--- src/rtl/lookahead_pkg.sv ---
// Package: shared limits for the look-ahead group logic.
// Assumes: a group never spans more than four positions, so every carry
// stays a two-level sum of products of modest fan-in.
package lookahead_pkg;
    localparam int unsigned LA_MAX_SPAN = 4;
    localparam int unsigned LA_DEF_SPAN = 4;
endpackage

--- src/rtl/lookahead_carry_sop.sv ---
// Module: lookahead_carry_sop
// Forms carry k (k = 1..SPAN) as one flat OR of product terms:
//   term j (j < k): gen[j] ANDed with every prop above j and below k
//   term k        : carry_in ANDed with prop[0..k-1]
// Assumes: SPAN <= LA_MAX_SPAN. Purely combinational; no term uses another carry.
module lookahead_carry_sop
    import lookahead_pkg::*;
#(
    parameter int unsigned SPAN = LA_DEF_SPAN
) (
    input  logic [SPAN-1:0] prop_i,
    input  logic [SPAN-1:0] gen_i,
    input  logic            carry_i,
    output logic [SPAN:1]   carry_o
);
    localparam logic [SPAN:0] ONE = {{SPAN{1'b0}}, 1'b1};

    for (genvar k = 1; k <= SPAN; k++) begin : g_carry
        logic [k:0] term;
        // Product term for generate at position j, passed by positions j+1..k-1
        for (genvar j = 0; j < k; j++) begin : g_gen_term
            localparam logic [SPAN:0] HI_FULL = (ONE << k) - ONE;
            localparam logic [SPAN:0] LO_FULL = (ONE << (j + 1)) - ONE;
            localparam logic [SPAN-1:0] MASK  = SPAN'(HI_FULL & ~LO_FULL);
            assign term[j] = gen_i[j] & (&(prop_i | ~MASK));
        end
        // Product term for the incoming carry passed by positions 0..k-1
        localparam logic [SPAN:0]   CIN_FULL = (ONE << k) - ONE;
        localparam logic [SPAN-1:0] CIN_MASK = SPAN'(CIN_FULL);
        assign term[k]    = carry_i & (&(prop_i | ~CIN_MASK));
        // Single OR level over all product terms
        assign carry_o[k] = |term;
    end
endmodule

--- src/rtl/lookahead_group_pg.sv ---
// Module: lookahead_group_pg
// Forms the group propagate (AND of all prop) and the group generate
// (flat OR of generate terms, each passed by every higher position).
// Assumes: SPAN <= LA_MAX_SPAN. Neither output depends on any carry.
module lookahead_group_pg
    import lookahead_pkg::*;
#(
    parameter int unsigned SPAN = LA_DEF_SPAN
) (
    input  logic [SPAN-1:0] prop_i,
    input  logic [SPAN-1:0] gen_i,
    output logic            grp_prop_o,
    output logic            grp_gen_o
);
    localparam logic [SPAN:0] ONE = {{SPAN{1'b0}}, 1'b1};

    logic [SPAN-1:0] gterm;

    // Generate term j passed by positions j+1..SPAN-1
    for (genvar j = 0; j < SPAN; j++) begin : g_term
        localparam logic [SPAN:0]   HI_FULL = (ONE << SPAN) - ONE;
        localparam logic [SPAN:0]   LO_FULL = (ONE << (j + 1)) - ONE;
        localparam logic [SPAN-1:0] MASK    = SPAN'(HI_FULL & ~LO_FULL);
        assign gterm[j] = gen_i[j] & (&(prop_i | ~MASK));
    end

    // Group terms for the next tier
    assign grp_gen_o  = |gterm;
    assign grp_prop_o = &prop_i;
endmodule

--- src/rtl/lookahead_group4.sv ---
// Module: lookahead_group4 (top)
// Four-position carry look-ahead group. Used unchanged at the bit tier
// (inputs from operand bits) and at the group tier (inputs are group
// propagate/generate of lower copies).
// Assumes: inputs are known values; propagate may be OR or XOR of operands.
module lookahead_group4
    import lookahead_pkg::*;
(
    input  logic [3:0] prop_i,
    input  logic [3:0] gen_i,
    input  logic       carry_i,
    output logic [2:0] carry_mid_o,
    output logic       carry_out_o,
    output logic       grp_prop_o,
    output logic       grp_gen_o
);
    localparam int unsigned SPAN = 4;

    logic [SPAN:1] carries;

    // Flat carry logic for positions 1..4
    lookahead_carry_sop #(.SPAN(SPAN)) u_carry (
        .prop_i  (prop_i),
        .gen_i   (gen_i),
        .carry_i (carry_i),
        .carry_o (carries)
    );

    // Group terms for the higher tier
    lookahead_group_pg #(.SPAN(SPAN)) u_grp (
        .prop_i     (prop_i),
        .gen_i      (gen_i),
        .grp_prop_o (grp_prop_o),
        .grp_gen_o  (grp_gen_o)
    );

    assign carry_mid_o = carries[SPAN-1:1];
    assign carry_out_o = carries[SPAN];
endmodule

--- config.mk ---
export PLATFORM = sky130hd
export DESIGN_NAME = lookahead_group4
export DESIGN_NICKNAME = d
export VERILOG_FILES = /design/src/rtl/lookahead_pkg.sv /design/src/rtl/lookahead_carry_sop.sv /design/src/rtl/lookahead_group_pg.sv /design/src/rtl/lookahead_group4.sv
export SDC_FILE = /design/constraint.sdc
export NUM_CORES = 1
export LEC_CHECK = 0
export ABC_AREA = 1
export BUFFER_PORTS_ARGS = -buffer_cell sky130_fd_sc_hd__buf_4
export CAP_MARGIN = 20
export CORE_AREA = 2 2 39 41
export DETAILED_ROUTE_END_ITERATION = 10
export DIE_AREA = 0 0 41 43
export PLACE_DENSITY_LB_ADDON = 0.15
export SYNTH_ARGS = -nofsm -noshare
export SYNTH_HDL_FRONTEND = slang
export SYNTH_SLANG_ARGS = --single-unit
--- constraint.sdc ---
create_clock -name vclk -period 0.8
set_clock_uncertainty 0.15 [all_clocks]
set_input_delay 0.08 -clock vclk [all_inputs]
set_output_delay 0.08 -clock vclk [all_outputs]
set_load 0.02 [all_outputs]
==> metrics.md <==
| Metric | Value |
|---|---|
| Detailed Route Iter0 Violations | 2 |
| Tightest Pin Transition | 0.157 ns |
| Vias per std cell | 3.33 |
| # rows | 14 |
| Global-route wire length before repair | 593 um |
| Syn-to-layout area delta | 255% |
| Min Hold Slack | 0.290 ns |
| Violated checks | setup timing |
| Initial antenna violation count | 0 |
| CP max-delay cell | buf_4 |
| Hold Vio Cnt, Final | 0 |
| IO Count | 15 |
| Post-Route WL | 392 um |
| Worst Slack Setup Final | -0.0742 ns |
| Number of global-route vias before repair | 165 |
| Total track usage | 0.0450 |
| Logic gate share of total power | 1.000 |
| Pre-antenna DRT Iters | 2 |
| Largest stage delay on the critical path | 0.13 ns |
| Hold bufs inserted after CTS | 0 |
| Synthesized area | 100 sq um |
| Seq pwr share | 0 |
| CP arrival | 0.64 ns |
| DRC viols | 0 |
| Fmax | 1140 MHz |
| Initial core utilization | 0.0723 |
| Synth Warn # | 0 |
| Number of diodes | 0 |
| Post-Synth XOR/XNOR Area | 0 |
| Commonest cells after routing, fill and taps aside | buf_4 (9), buf_6 (8), nand2_2 (5) |
| Lkg Pwr | 0.000181 uW |
| Die height | 43 um |
| Tcrit/Tclk final | 1.09 |
| Port Buf Inserts | 15 |
| Largest family of logic cells by synthesized area | simple AND/OR/NAND/NOR gates |
| Die footprint | 1760 sq um |
| Critical path launch point type | input pin |
| Post-synth net total | 28 |
| Critical path type | in2out |
| Int Pwr | 117 uW |
| Congestion Overflow GR | 0 |
| Fillers | 149 |
| Max Fanout on Critical Path | 3 |
| Fin crit period | 0.874 ns |
| Sw Pwr | 85.8 uW |
| Worst EP required | 0.57 ns |
| Pwr dens | 572 nW/um^2 |
| Core Area | 1380 sq um |
| Setup TNS | -0.155 ns |
| Max-cap violations | 0 |
| Register area | 0 sq um |
| Drt wl/cell | 7.13 um |
| Avg Inst Size Synth | 5.27 sq um |
| RSZ-0062 raised after global routing | yes |
| Synth Instances | 19 |
| Register area share after synthesis | 0 |
| Most common cell after layout, fill and taps aside | buf_4 |
| CP endpoint kind | output pin |
| Fraction of the mapped netlist area in simple logic gates | 0.837 |
| Worst vdd ir | 0.000176 V |
| Total power | 203 uW |
| CP Cell Sequence | buf_8 -> nand2_4 -> buf_4 -> nor2_4 -> nand2_2 -> nand3_2 -> buf_6 |
| Area fraction in compound gates after synthesis | 0.0875 |
| Routability Congestion | 0.625 |
| Cell variety after synth | 8 |
| Status | complete, but fails checks |
| Fraction of the mapped netlist area in adder cells | 0 |
| Sw Share | 0.422 |
| Part of the power in the clock network | 0 |
| Final ANT Viol Nets | 0 |
| Die W | 41 um |
| Clk_buf instances | 0 |
| Hold crit path type | in2out |
| Max Slew Vio Count | 0 |
| Num sequential | 0 |
| Final net count | 50 |
| Layout cell share with drive strength beyond 1 | 0.846 |
| Worst slew margin | 0.895 |
| Largest net degree at the start of global routing | 5 |
| Final setup fails | 3 |
| Via count | 183 |
| DP HPWL | 348 um |
| Post-synthesis mux area share | 0 |
[what timing repair did]
action,CTS,global route
endpoints found under the setup margin,5,6
gates resized for setup,17,6
setup buffers,1,0
pin swaps,8,8
[path summary, 6_finish.rpt]
check	startpoint	slack, ns	depth (start not counted)	end
setup / recovery	prop_i[2]	-0.07	7	carry_out_o
hold / removal	gen_i[1]	0.29	3	carry_mid_o[1]
[per-stage QoR]
step / utilization / std cells / cell area, sq um / setup WS, ns
after global placement: 0.193 / 54 / 268 / -0.116
after global routing: 0.257 / 55 / 355 / -0.116
after CTS: 0.243 / 55 / 337 / -0.0895
after floorplan: - / 19 / 105 / 0.0152
after detailed placement: 0.193 / 54 / 268 / -0.132
final: 0.257 / 55 / 355 / -0.0742
[power groups by stage]
stage	Combinational, uW	Clock, uW	Sequential, uW
after global placement	153	0	0
final	203	0	0
after CTS	194	0	0
after detailed placement	155	0	0
after global routing	220	0	0
after floorplan	63.4	0	0
[layer usage]
metal | wire length, um | vias to the layer above | track usage | part of all wire
li1 | - | 99 | - | -
met1 | 166 | 70 | 0.0665 | 0.42
met2 | 156 | 14 | 0.0750 | 0.40
met3 | 69 | 0 | 0 | 0.18
met4 | 0 | 0 | 0 | 0
met5 | 0 | - | 0 | 0
[layout make-up]
type / count / area [sq um] / area share
inverters: 2 / 7.51 / 0.0211
repair buffers: 20 / 203 / 0.570
multi-input cells: 17 / 125 / 0.352
well taps: 16 / 20.0 / 0.0563
[cell usage after synthesis]
master   count  area, sq um
nand3_2      1         10.0
inv_1        2         7.51
nand3_1      2         10.0
nand2_1      7         26.3
nor2_4       1         11.3
nor2_1       2         7.51
a21o_2       1         8.76
nand2_2      3         18.8
[critical path: cells and delay by family]
family | cells | cell delay [ns]
and+or+nand+nor | 4 | 0.24
buffers and inverters | 3 | 0.32
[kinds of logic (layout without fill, tap and decap cells)]
| group | count (synthesis) | count (layout) |
|---|---|---|
| buffers and inverters | 2 | 22 |
| AND/OR/NAND/NOR | 16 | 16 |
| AO/OA/AOI/OAI | 1 | 1 |
(Power assumes the default switching activity.)
